==> src/rtl/ps_cfg_master.sv <==
module ps_cfg_master #(
  parameter int CLK_HZ        = 250_000_000,
  parameter int SCK_HALF      = 2,
  parameter int T_CFG_US      = 2,
  parameter int POLL_US       = 268,
  parameter int STD_MAX_US    = 1506,
  parameter int BIG_MAX_US    = 3000,
  parameter int STD_SETTLE_US = 2,
  parameter int BIG_SETTLE_US = 10
) (
  input  logic       clk,
  input  logic       rst_n,
  input  logic       start,
  input  logic       partial,
  input  logic       dev_big,
  input  logic       use_done,
  input  logic [7:0] s_data,
  input  logic       s_valid,
  input  logic       s_last,
  output logic       s_ready,
  input  logic       tgt_status,
  input  logic       tgt_done,
  output logic       cfg_req_n,
  output logic       dclk,
  output logic       dout,
  output logic       busy,
  output logic       cfg_done,
  output logic [2:0] err
);

  localparam int US_DIV    = (CLK_HZ / 1_000_000 < 1) ? 1 : CLK_HZ / 1_000_000;
  localparam int US_W      = $clog2(US_DIV) + 1;
  localparam int STD_POLLS = (STD_MAX_US + POLL_US - 1) / POLL_US;
  localparam int BIG_POLLS = (BIG_MAX_US + POLL_US - 1) / POLL_US;
  localparam int MAX_POLLS = (STD_POLLS > BIG_POLLS) ? STD_POLLS : BIG_POLLS;
  localparam int POLL_W    = $clog2(MAX_POLLS) + 1;
  localparam int TMR_W     = $clog2(POLL_US + T_CFG_US + STD_SETTLE_US + BIG_SETTLE_US + 2);
  localparam int DIV_W     = $clog2(SCK_HALF) + 1;

  localparam logic [2:0] E_NONE   = 3'd0;
  localparam logic [2:0] E_NORST  = 3'd1;
  localparam logic [2:0] E_NOTRDY = 3'd2;
  localparam logic [2:0] E_CFG    = 3'd3;
  localparam logic [2:0] E_NODONE = 3'd4;
  localparam logic [2:0] E_PART   = 3'd5;

  typedef enum logic [2:0] {IDLE, RST, POLL, SETTLE, WAITB, SHIFT, CHECK} st_t;

  st_t              state;
  logic [US_W-1:0]  us_cnt;
  logic [TMR_W-1:0] tmr, lim;
  logic [POLL_W-1:0] polls, poll_lim;
  logic [1:0]       st_s, dn_s;
  logic [7:0]       sh;
  logic [2:0]       nbit;
  logic [DIV_W-1:0] div;
  logic             dclk_q, last_q, tail_q, big_q, chk_q, done_q;
  logic [2:0]       err_q;

  wire tick = (us_cnt == US_W'(US_DIV - 1));
  wire hit  = tick && (tmr == lim);

  always_comb begin
    case (state)
      RST:     lim = TMR_W'(T_CFG_US);
      POLL:    lim = TMR_W'(POLL_US);
      SETTLE:  lim = big_q ? TMR_W'(BIG_SETTLE_US) : TMR_W'(STD_SETTLE_US);
      default: lim = '0;
    endcase
  end

  assign poll_lim  = big_q ? POLL_W'(BIG_POLLS - 1) : POLL_W'(STD_POLLS - 1);
  assign s_ready   = (state == WAITB);
  assign cfg_req_n = (state != RST);
  assign busy      = (state != IDLE);
  assign dclk      = dclk_q;
  assign dout      = sh[0];
  assign cfg_done  = done_q;
  assign err       = err_q;

  always_ff @(posedge clk or negedge rst_n)
    if (!rst_n)    us_cnt <= '0;
    else if (tick) us_cnt <= '0;
    else           us_cnt <= us_cnt + US_W'(1);

  always_ff @(posedge clk or negedge rst_n) begin
    if (!rst_n) begin
      state  <= IDLE;
      tmr    <= '0;
      polls  <= '0;
      st_s   <= '0;
      dn_s   <= '0;
      sh     <= '0;
      nbit   <= '0;
      div    <= '0;
      dclk_q <= 1'b0;
      last_q <= 1'b0;
      tail_q <= 1'b0;
      big_q  <= 1'b0;
      chk_q  <= 1'b0;
      done_q <= 1'b0;
      err_q  <= E_NONE;
    end else begin
      st_s <= {st_s[0], tgt_status};
      dn_s <= {dn_s[0], tgt_done};
      if (tick) tmr <= tmr + TMR_W'(1);
      case (state)
        IDLE:
          if (start) begin
            done_q <= 1'b0;
            if (partial) err_q <= E_PART;
            else begin
              err_q <= E_NONE;
              big_q <= dev_big;
              chk_q <= use_done;
              polls <= '0;
              tmr   <= '0;
              state <= RST;
            end
          end
        RST:
          if (hit) begin
            tmr <= '0;
            if (st_s[1]) begin
              err_q <= E_NORST;
              state <= IDLE;
            end else state <= POLL;
          end
        POLL:
          if (hit) begin
            tmr <= '0;
            if (st_s[1]) state <= SETTLE;
            else if (polls == poll_lim) begin
              err_q <= E_NOTRDY;
              state <= IDLE;
            end else polls <= polls + POLL_W'(1);
          end
        SETTLE:
          if (hit) state <= WAITB;
        WAITB:
          if (s_valid) begin
            sh     <= s_data;
            last_q <= s_last;
            tail_q <= 1'b0;
            nbit   <= '0;
            div    <= '0;
            state  <= SHIFT;
          end
        SHIFT:
          if (div == DIV_W'(SCK_HALF - 1)) begin
            div    <= '0;
            dclk_q <= ~dclk_q;
            if (dclk_q) begin
              sh   <= {1'b0, sh[7:1]};
              nbit <= nbit + 3'd1;
              if (nbit == 3'd7) begin
                if (tail_q) begin
                  done_q <= 1'b1;
                  state  <= IDLE;
                end else if (last_q) state <= CHECK;
                else state <= WAITB;
              end
            end
          end else div <= div + DIV_W'(1);
        CHECK:
          if (!st_s[1]) begin
            err_q <= E_CFG;
            state <= IDLE;
          end else if (chk_q && !dn_s[1]) begin
            err_q <= E_NODONE;
            state <= IDLE;
          end else begin
            sh     <= '0;
            tail_q <= 1'b1;
            nbit   <= '0;
            div    <= '0;
            state  <= SHIFT;
          end
        default: state <= IDLE;
      endcase
    end
  end

  assert_req_only_busy_R3: assert property (@(posedge clk) disable iff (!rst_n)
    !cfg_req_n |-> busy);

  assert_data_stable_R7: assert property (@(posedge clk) disable iff (!rst_n)
    $rose(dclk) |-> $stable(dout));

  assert_ready_quiet_R8: assert property (@(posedge clk) disable iff (!rst_n)
    s_ready |-> (cfg_req_n && !dclk));

  assert_partial_reject_R2: assert property (@(posedge clk) disable iff (!rst_n)
    (start && partial && !busy) |=> (err == 3'd5 && cfg_req_n && !busy));

  assert_result_hold_R12: assert property (@(posedge clk) disable iff (!rst_n)
    (!busy && !start) |=> ($stable(err) && $stable(cfg_done)));

  assert_done_clean_R11: assert property (@(posedge clk) disable iff (!rst_n)
    cfg_done |-> (err == 3'd0 && !busy));

  assert_notready_noclk_R5: assert property (@(posedge clk) disable iff (!rst_n)
    (err == 3'd2) |-> !dclk);

endmodule

==> config.mk <==
export PLATFORM = sky130hd
export DESIGN_NAME = ps_cfg_master
export DESIGN_NICKNAME = d
export VERILOG_FILES = /design/src/rtl/ps_cfg_master.sv
export SDC_FILE = /design/constraint.sdc
export NUM_CORES = 1
export LEC_CHECK = 0
export BUFFER_PORTS_ARGS = -buffer_cell sky130_fd_sc_hd__buf_2
export CELL_PAD_IN_SITES_DETAIL_PLACEMENT = 0
export CELL_PAD_IN_SITES_GLOBAL_PLACEMENT = 1
export CORE_MARGIN = 3
export CORE_UTILIZATION = 40
export CTS_CLUSTER_SIZE = 28
export DETAILED_ROUTE_END_ITERATION = 12
export MAX_ROUTING_LAYER = met4
export PLACE_DENSITY = 0.71
export SETUP_SLACK_MARGIN = 0.05
export SLEW_MARGIN = 30
export SYNTH_ARGS = -nofsm -noshare
export SYNTH_HDL_FRONTEND = slang
export SYNTH_SLANG_ARGS = --single-unit
==> constraint.sdc <==
create_clock -name clk -period 2.1 [get_ports clk]
set_input_delay 0.105 -clock clk [delete_from_list [all_inputs] [get_ports clk]]
set_output_delay 0.105 -clock clk [all_outputs]
set_load 0.005 [all_outputs]
== After elaboration in Yosys (flattened, before gate mapping) ==
Cells that the tools add are included.
W data, S select, Z words.

* Register bits: 52
* Input port bits: 18
* Logic and storage cells: 143

* Add/sub/neg operators: 5
* Equal/unequal tests: 30
* Multiplexer cells: 69
* Bitwise logic cells: 2
* Reductions and logical operators: 21

{| class="wikitable"
|+ Operators with widths
! kind !! count
|-
| $mux W3 || 28
|-
| $mux W9 || 5
|-
| $mux W8 || 5
|-
| $ne A2 B2 Y1 const B || 16
|-
| $pmux W9 S3 || 1
|-
| $mux W5 || 5
|-
| $pmux W8 S3 || 1
|-
| $pmux W3 S7 || 1
|-
| $add A9 B1 Y9 const B || 2
|-
| $pmux W9 S2 || 1
|-
| $reduce_and A6 Y1 || 3
|-
| $eq A3 B3 Y1 const B || 4
|-
| $mux W2 || 6
|-
| $pmux W3 S4 || 1
|-
| $pmux W5 S2 || 1
|-
| $reduce_and A10 Y1 || 1
|-
| $eq A9 B8 Y1 const B || 1
|-
| $eq A9 B9 Y1 || 1
|-
| $pmux W3 S3 || 1
|-
| $mux W1 || 8
|-
| $mux W4 || 2
|-
| $reduce_and A4 Y1 || 2
|-
| $reduce_and A8 Y1 || 1
|-
| $eq A3 B2 Y1 const B || 2
|-
| other kinds (20) || 28
|}

== Depth between registers and ports, before layout ==
Gate-level depths: netlist (run 1).

* Depth in word-level cells: 6
* Depth in mapped cells: 8
* Depth with buffers taken out: 8

== Least setup slack after synthesis (run 1) ==
Ideal clock, no wire load.

* Path kind: flip-flop to flip-flop
* Start: register state[0]
* End: register err_q[0] (netlist: err[0])
* Setup time: 0.128 ns
* Arrival: 1.920 ns
* Path slack: 0.053 ns
* Cell stages (with the launch flop): 8
* Path buffers: 1
* Cell sequence: dfrtp_1 > nor2b_1 > buf_4 > nand4_1 > a211oi_4 > and4_1 > o31a_1 > mux2_1

* Longest elaborated chain between the ends: 6

{| class="wikitable"
|+ Ends and longest elaborated chain
! element !! line !! source
|-
| start: declaration || 49 || <nowiki>st_t state;</nowiki>
|-
| start signal: assignment || 88 || <nowiki>state <= IDLE;</nowiki>
|-
| start signal: assignment || 118 || <nowiki>state <= RST;</nowiki>
|-
| start signal: assignment || 126 || <nowiki>state <= IDLE;</nowiki>
|-
| $eq A3 B2 Y1, or another cell as far along || 64 || <nowiki>case (state)</nowiki>
|-
| $pmux W9 S3 || 64 ||
|-
| $eq A9 B9 Y1 || 61 || <nowiki>wire hit = tick && (tmr == lim);</nowiki>
|-
| $logic_and A1 B1 Y1 || 61 ||
|-
| $ne A2 B2 Y1 (no line) || -- ||
|-
| $reduce_and A8 Y1 (no line) || -- ||
|-
| end signal: assignment || 102 || <nowiki>err_q <= E_NONE;</nowiki>
|-
| end signal: assignment || 111 || <nowiki>if (partial) err_q <= E_PART;</nowiki>
|-
| end signal: assignment || 113 || <nowiki>err_q <= E_NONE;</nowiki>
|-
| end: declaration || 58 || <nowiki>logic [2:0] err_q;</nowiki>
|}

Parallel ways exist; a longest one is shown, timed or not.
A chain may end at the register's enable or synchronous reset.

== Worst setup path in the final report (run 1) ==
* Start: register state[2]
* End: register err_q[2] (netlist: err[2])

Same word-level chain as after synthesis.

==> results of run 1 <==
-- sequential cells by signal (all words and copies together) (netlist names), 2 cells and up --
| signal | flops |
|---|---|
| polls | 5 |
| nbit | 3 |
| sh | 8 |
| us_cnt | 9 |
| div | 2 |
| dn_s | 2 |
| st_s | 2 |
| state | 3 |
| err | 3 |
| tmr | 9 |
-- worst reg2reg max path, cell delays in order, from the launching register on --
cell and delay, ns:
dfrtp_1 0.42, or2b_1 0.28, o21a_1 0.21, a211oi_4 0.23, and4_1 0.26, o31a_1 0.24, mux2_4 0.32
-- stage by stage --
step           setup slack [ns]  hold WS, ns  utilization [%]  instance area (um^2)
3_5_place_dp             0.0214       0.0923             48.8                  3170
2_1_floorplan            0.0529       -0.191                -                  2750
3_3_place_gp             0.0600       0.0871             48.8                  3170
5_1_grt                 -0.0628      0.00188             52.7                  3420
4_1_cts                  0.0328      0.00261             51.5                  3340
6_report                 0.0180      0.00741             52.7                  3420
-- per-layer routing --
metal,global-route usage (%),share of wire [%],wire length (um)
met2,25.8,45,2760
met4,5.68,1.2,71
met1,24.6,51,3100
met3,2.95,2.6,157
met5,-,0,0
-- placed cells by master (no fill, tap or decap), types with 3 or more instances in the layout --
cell type / n
buf_2: 26
clkbuf_8: 5
dfrtp_1: 51
nor2_1: 31
dlygate4sd3_1: 4
inv_1: 9
a21oi_1: 9
xor2_1: 7
buf_4: 34
o21ai_0: 9
nand2_1: 37
xnor2_1: 9
nand2b_1: 3
ha_1: 6
nand4_1: 8
nand3_1: 8
nor3_1: 8
mux2i_1: 5
o21ai_1: 13
a22oi_1: 7
-- power by group --
| part | leakage [nW] | total (mW) | switching [mW] | internal, mW |
|---|---|---|---|---|
| Combinational | 0.905 | 1.05 | 0.519 | 0.529 |
| Clock | 0.0414 | 0.578 | 0.340 | 0.238 |
| Sequential | 0.668 | 1.38 | 0.154 | 1.23 |
-- final cells by class --
class	count	area share, %
Tap cell	77	2.82
Inverter	9	0.987
Multi-Input combinational cell	217	42.2
Sequential cell	52	38.1
Timing Repair Buffer	66	13.3
Clock inverter	2	0.475
Clock buffer	6	2.12
-- cell families after synthesis --
| group | count (synthesis) | share of synthesized area, % |
|---|---|---|
| flip-flops | 52 | 47.3 |
| AO/OA/AOI/OAI | 59 | 14.7 |
| adder cells (fa/ha/maj) | 6 | 2.73 |
| AND/OR/NAND/NOR | 127 | 23.7 |
| XOR/XNOR | 17 | 5.41 |
| multiplexers | 8 | 3.05 |
| buffers and inverters | 21 | 3.18 |
-- worst max-delay path by stage --
| stage | start | to | slack [ns] | cells after the start |
|---|---|---|---|---|
| 5_1_grt | big_q | err[2] | -0.06 | 6 |
| 2_1_floorplan | state[0] | err[0] | 0.05 | 7 |
| 6_report | state[2] | err[2] | 0.02 | 6 |
| 3_3_place_gp | polls[3] | state[2] | 0.06 | 6 |
| 4_1_cts | big_q | err[2] | 0.03 | 6 |
| 3_5_place_dp | tmr[4] | err[0] | 0.02 | 5 |
-- timing repair --
item	in CTS	in global routing
buffers inserted	4	3
pin swaps	5	7
endpoints found under the hold margin	22	0
resized for setup	4	19
hold buffers	4	0
setup endpoints to repair	4	19
==> results.toml, run 1 <==
[status]
status = "complete, no violations"

[floorplan]
die-area_um2 = 7910
boundaryPins = 27
die_x_um = 89.0
die_h_um = 89.0
core_area_um2 = 6490
rows = 29
start_util_pct = 42.4

[pwr]
vdd_drop_max_uv = 402
total_power_mw = 3.01
power_density_nw_per_um2 = 879
p_leak_nw = 1.61

[route]
drcViolationCount = 0
viasPerCell = 5.29
routed_wl_um = 6090
antenna_left = 0
wl_per_cell_um = 14.2
vias = 2268
drt_iter0_drc = 115
firstDrtPassIters = 4

[hold_path]
hold_class = "input port to flip-flop"
worstHoldPathCells = 3
worstHoldStart = "dev_big"
min_to = "big_q"

[worst_setup_path]
rr_endpoint = "err[2]"
r2r_slack_ns = 0.02
worstPathMaxFanout = 3
crit_buf_inv = 0
path_cells = "or2b_1 > o21a_1 > a211oi_4 > and4_1 > o31a_1 > mux2_4"
crit_family = "compound AO/OA/AOI/OAI gates"
cp_data_arrival_time_ns = 2.27
cp.required_ns = 2.29
reg2reg_depth = 6
crit_type = "flip-flop to flip-flop"
critical_path.max_stage_delay_ns = 0.42
start_kind = "flip-flop"
cp_slowest_cell = "dfrtp_1"
regToRegStartpoint = "state[2]"
end_kind = "flip-flop"

[sta]
hold_viol_final = 0
rsz0062_at_grt = "yes"
fin_worst_skew_ns = 0.00892
period_share_pct = 99.1
worst_slew_pin_slew_ns = 0.492
relSlewSlack_pct = 67.2
finalCriticalPeriod_ns = 2.08
final-setup-viol-count = 0
clock.fmax_mhz = 480
tns_ns = 0
drv_slew = 0

[clocking]
clk_latency_ns = 0.30
clockRootBuffer = "clkbuf_8"
clockBufferDepth = 2
clk_pin_slew_ns = 0.10
cts_buffers = 5
htreeDepth = 2
cts_tree = "built"
clock-sinks = 52

[logic_synthesis]
yosys_warnings = 0
synth_ff_type = "dfrtp_1"
ys_types = 57
ys_ff_latch = 52
synthTopCellsByCount = "dfrtp_1 (52), nand2_1 (38), nor2_1 (32)"
syn-num-nets = 314
synth_top_area_cell = "dfrtp_1"
netlist_top_cells_area = "dfrtp_1 (47%), nand2_1 (5.2%), nor2_1 (4.4%)"
synth_most_common_cell = "dfrtp_1"
synthArstFlopShare_pct = 100
synthCells = 290
seq_area_frac_synth_pct = 47.3
synth-edff-count = 0
avgSynthCellArea_um2 = 9.49
syn-cell-area_um2 = 2750
synth_top_area_share_pct = 47.3

[final_layout]
multiInputGateArea_um2 = 1440
nets = 375
final_cells = 429
antennaDiodeCount = 0
synthToLayoutAreaGrowth_pct = 24.3
drive_gt1_share_pct = 25.9
seqCellArea_um2 = 1300
fillers = 609

[place]
placed_cells_incl_taps = 412
gp_congestion = 0.871
hpwl_um = 4500
numPortBuffers = 26

[global_route]
overflow = 0
grt_usage_pct = 17.5
grt_pass1_wl_um = 10500
grt_max_degree = 22
antenna_found_initial = 0
grt_pass1_vias = 2228

[flow_run]
max-cap-violations = 0
Power figures use the tool's default switching activity.
==> run 2, diff against run 1 <==
Settings changed: ABC_AREA set to 1, CORE_UTILIZATION 40 to 39, PLACE_DENSITY 0.71 to 0.72.
==> run 2 against run 1 <==
Against the previous run:
- sequential cell count did not move
- critical path depth rose by 6
- worst setup slack improved by 0.21 ns
- critical endpoint is now polls[4]
- largest cell class unchanged
==> results.toml, run 2 <==
[final_layout]
seqCellArea_um2 = 1300
final_common_cell = "nand2_1"
reg_top3 = "tmr: 9 flops, us_cnt: 9 flops, sh: 8 flops"
fillers = 736
antennaDiodeCount = 0
most-common-layout-cells = "nand2_1 (98), inv_1 (66), dfrtp_1 (51)"
synthToLayoutAreaGrowth_pct = 15.6
nets = 449
drive_gt1_share_pct = 14.8
multiInputGateArea_um2 = 1330

[place]
pre_cts_slack_ns = 0.170
hpwl_um = 4790
numPortBuffers = 26
gp_congestion = 0.817

[route]
viasPerCell = 4.74
drcViolationCount = 0
antenna_left = 0
wl_per_cell_um = 12.2
drt_iter0_drc = 78
firstDrtPassIters = 6
routed_wl_um = 6380
vias = 2476

[sta]
fin_worst_skew_ns = 0.00933
hold_ws_ns = 0.0244
clock.fmax_mhz = 536
worst_slew_pin_slew_ns = 0.673
finalCriticalPeriod_ns = 1.87
tns_ns = 0
relSlewSlack_pct = 55.1
rsz0062_at_grt = "no"
fin_ws_ns = 0.233
period_share_pct = 88.9
final-setup-viol-count = 0
drv_slew = 0
hold_viol_final = 0

[pwr]
vdd_drop_max_uv = 358
p_sw_share_pct = 39.2
seqPwrFrac_pct = 43.2
clkPwrFrac_pct = 19.1
power_density_nw_per_um2 = 917
total_power_mw = 3.08
power.internal_mw = 1.88
p_leak_nw = 1.78
power.switching_mw = 1.21
power_frac_comb_pct = 37.6

[worst_setup_path]
cp_data_arrival_time_ns = 2.07
cp.required_ns = 2.30
reg2reg_depth = 12
regToRegStartpoint = "us_cnt[1]"
worstPathMaxFanout = 5
r2r_slack_ns = 0.23
rr_endpoint = "polls[4]"
start_kind = "flip-flop"
crit_type = "flip-flop to flip-flop"
end_kind = "flip-flop"

[clocking]
clockRootBuffer = "clkbuf_8"
htreeDepth = 2
clockBufferDepth = 2
clk_latency_ns = 0.31
clk_pin_slew_ns = 0.10
cts_tree = "built"
clock-sinks = 52
cts_buffers = 5

[global_route]
grt_pass1_vias = 2456
antenna_found_initial = 0
grt_usage_pct = 16.8
overflow = 0
grt_max_degree = 30
grt_pass1_wl_um = 11500

[floorplan]
boundaryPins = 27
die_h_um = 92.4
die-area_um2 = 8530
start_util_pct = 41.5
die_x_um = 92.4
rows = 30
core_area_um2 = 7020

[logic_synthesis]
synth_most_common_cell = "nand2_1"
synth_top_area_cell = "dfrtp_1"
synth_top_area_share_pct = 44.7
yosys_warnings = 0
netlist_top_cells_area = "dfrtp_1 (45%), nand2_1 (13%), inv_1 (8.5%)"
synthTopCellsByCount = "nand2_1 (99), inv_1 (66), dfrtp_1 (52)"
syn-num-nets = 405
syn-cell-area_um2 = 2910
ys_types = 36
seq_area_frac_synth_pct = 44.7
synth-edff-count = 0
synthCells = 381
synthArstFlopShare_pct = 100
ys_ff_latch = 52
avgSynthCellArea_um2 = 7.64
synth_ff_type = "dfrtp_1"

[hold_path]
worstHoldPathCells = 2
hold_class = "input port to flip-flop"
worstHoldStart = "use_done"
min_to = "chk_q"

[status]
status = "complete, no violations"

[flow_run]
max-cap-violations = 0
## run 2: cell types whose count changed after synthesis, moves of 5 or more
| cell | before | now |
|---|---|---|
| nand2_1 | 38 | 99 |
| inv_1 | 9 | 66 |
| nand3_1 | 8 | 31 |
| o21ai_1 | 12 | 1 |
| xnor2_1 | 10 | 1 |
| a22oi_1 | 7 | 0 |
| o21ai_0 | 11 | 17 |
| mux2i_1 | 5 | 0 |
| nand4_1 | 8 | 13 |
| o211ai_1 | 2 | 7 |
## run 2: metrics by stage
stage	cells	util [%]	area (um^2)
after floorplan	381	-	2910
after global placement	508	45.6	3200
after detailed placement	508	45.6	3200
after CTS	520	47.5	3330
after global routing	522	47.9	3360
final	522	47.9	3360
## run 2: worst max-delay path, cell delays in order (launching register included)
cell and delay, ns:
dfrtp_1 0.41, inv_1 0.06, ha_1 0.15, inv_1 0.04, nor2_1 0.16, nand3_4 0.09, nor2_1 0.14, nand3_2 0.17
o21bai_4 0.24, buf_12 0.14, nand2_4 0.06, nand2_1 0.06, nand2_1 0.04
## run 2: what timing repair did
item | in CTS | in global routing
hold endpoints to repair | 30 | 0
gates resized for setup | 0 | 3
setup endpoints to repair | 0 | 20
buffers inserted | 0 | 2
hold buffers | 4 | 0
## run 2: metal layers
layer  part of all wire [%]  GRT usage, %  up-vias
met5                      0             -        -
met3                    2.6          2.84        4
li1                       -             -     1309
met4                   0.75          3.71        0
met2                     47          27.3       34
met1                     50          22.2     1129
## run 2: how the worst max path moves through the flow
stage               startpoint  endpoint  slack, ns  cells past startpoint
finish               us_cnt[1]  polls[4]       0.23                     12
global route          state[2]     sh[6]       0.07                      7
CTS                  us_cnt[1]    tmr[5]       0.16                     11
detailed placement   us_cnt[1]    tmr[5]       0.17                     11
global placement      state[0]     sh[6]       0.19                      9
floorplan            us_cnt[1]    err[0]       0.40                     11
## run 2: layout make-up
type	instances	share of cell area [%]
sequential	52	38.7
timing repair buffer	40	7.66
clock inverter	3	0.670
multi-input combinational	256	39.4
clock buffer	5	2.05
tap	96	3.57
inverter	70	7.89
## run 2: kinds of logic (layout without fill, tap and decap cells)
group                      count (synthesis)  count (layout)  share of synthesized area [%]
DFF                                       52              52                           44.7
adders and majority gates                  6               6                           2.58
buffers and inverters                     73             118                           9.80
xor gates and xnor gates                   9               9                           2.71
muxes                                      1               1                          0.387
and+or+nand+nor                          194             194                           30.1
AOI/OAI and AO/OA                         46              46                           9.67
## run 2: power groups by stage
stage                     Sequential [mW]  Clock (mW)  Combinational [mW]
final                                1.33       0.590                1.16
after global routing                 1.36       0.658                1.35
after CTS                            1.33       0.616                1.14
after detailed placement             1.36           0                1.13
after global placement               1.35           0                1.13
after floorplan                      1.30           0               0.810
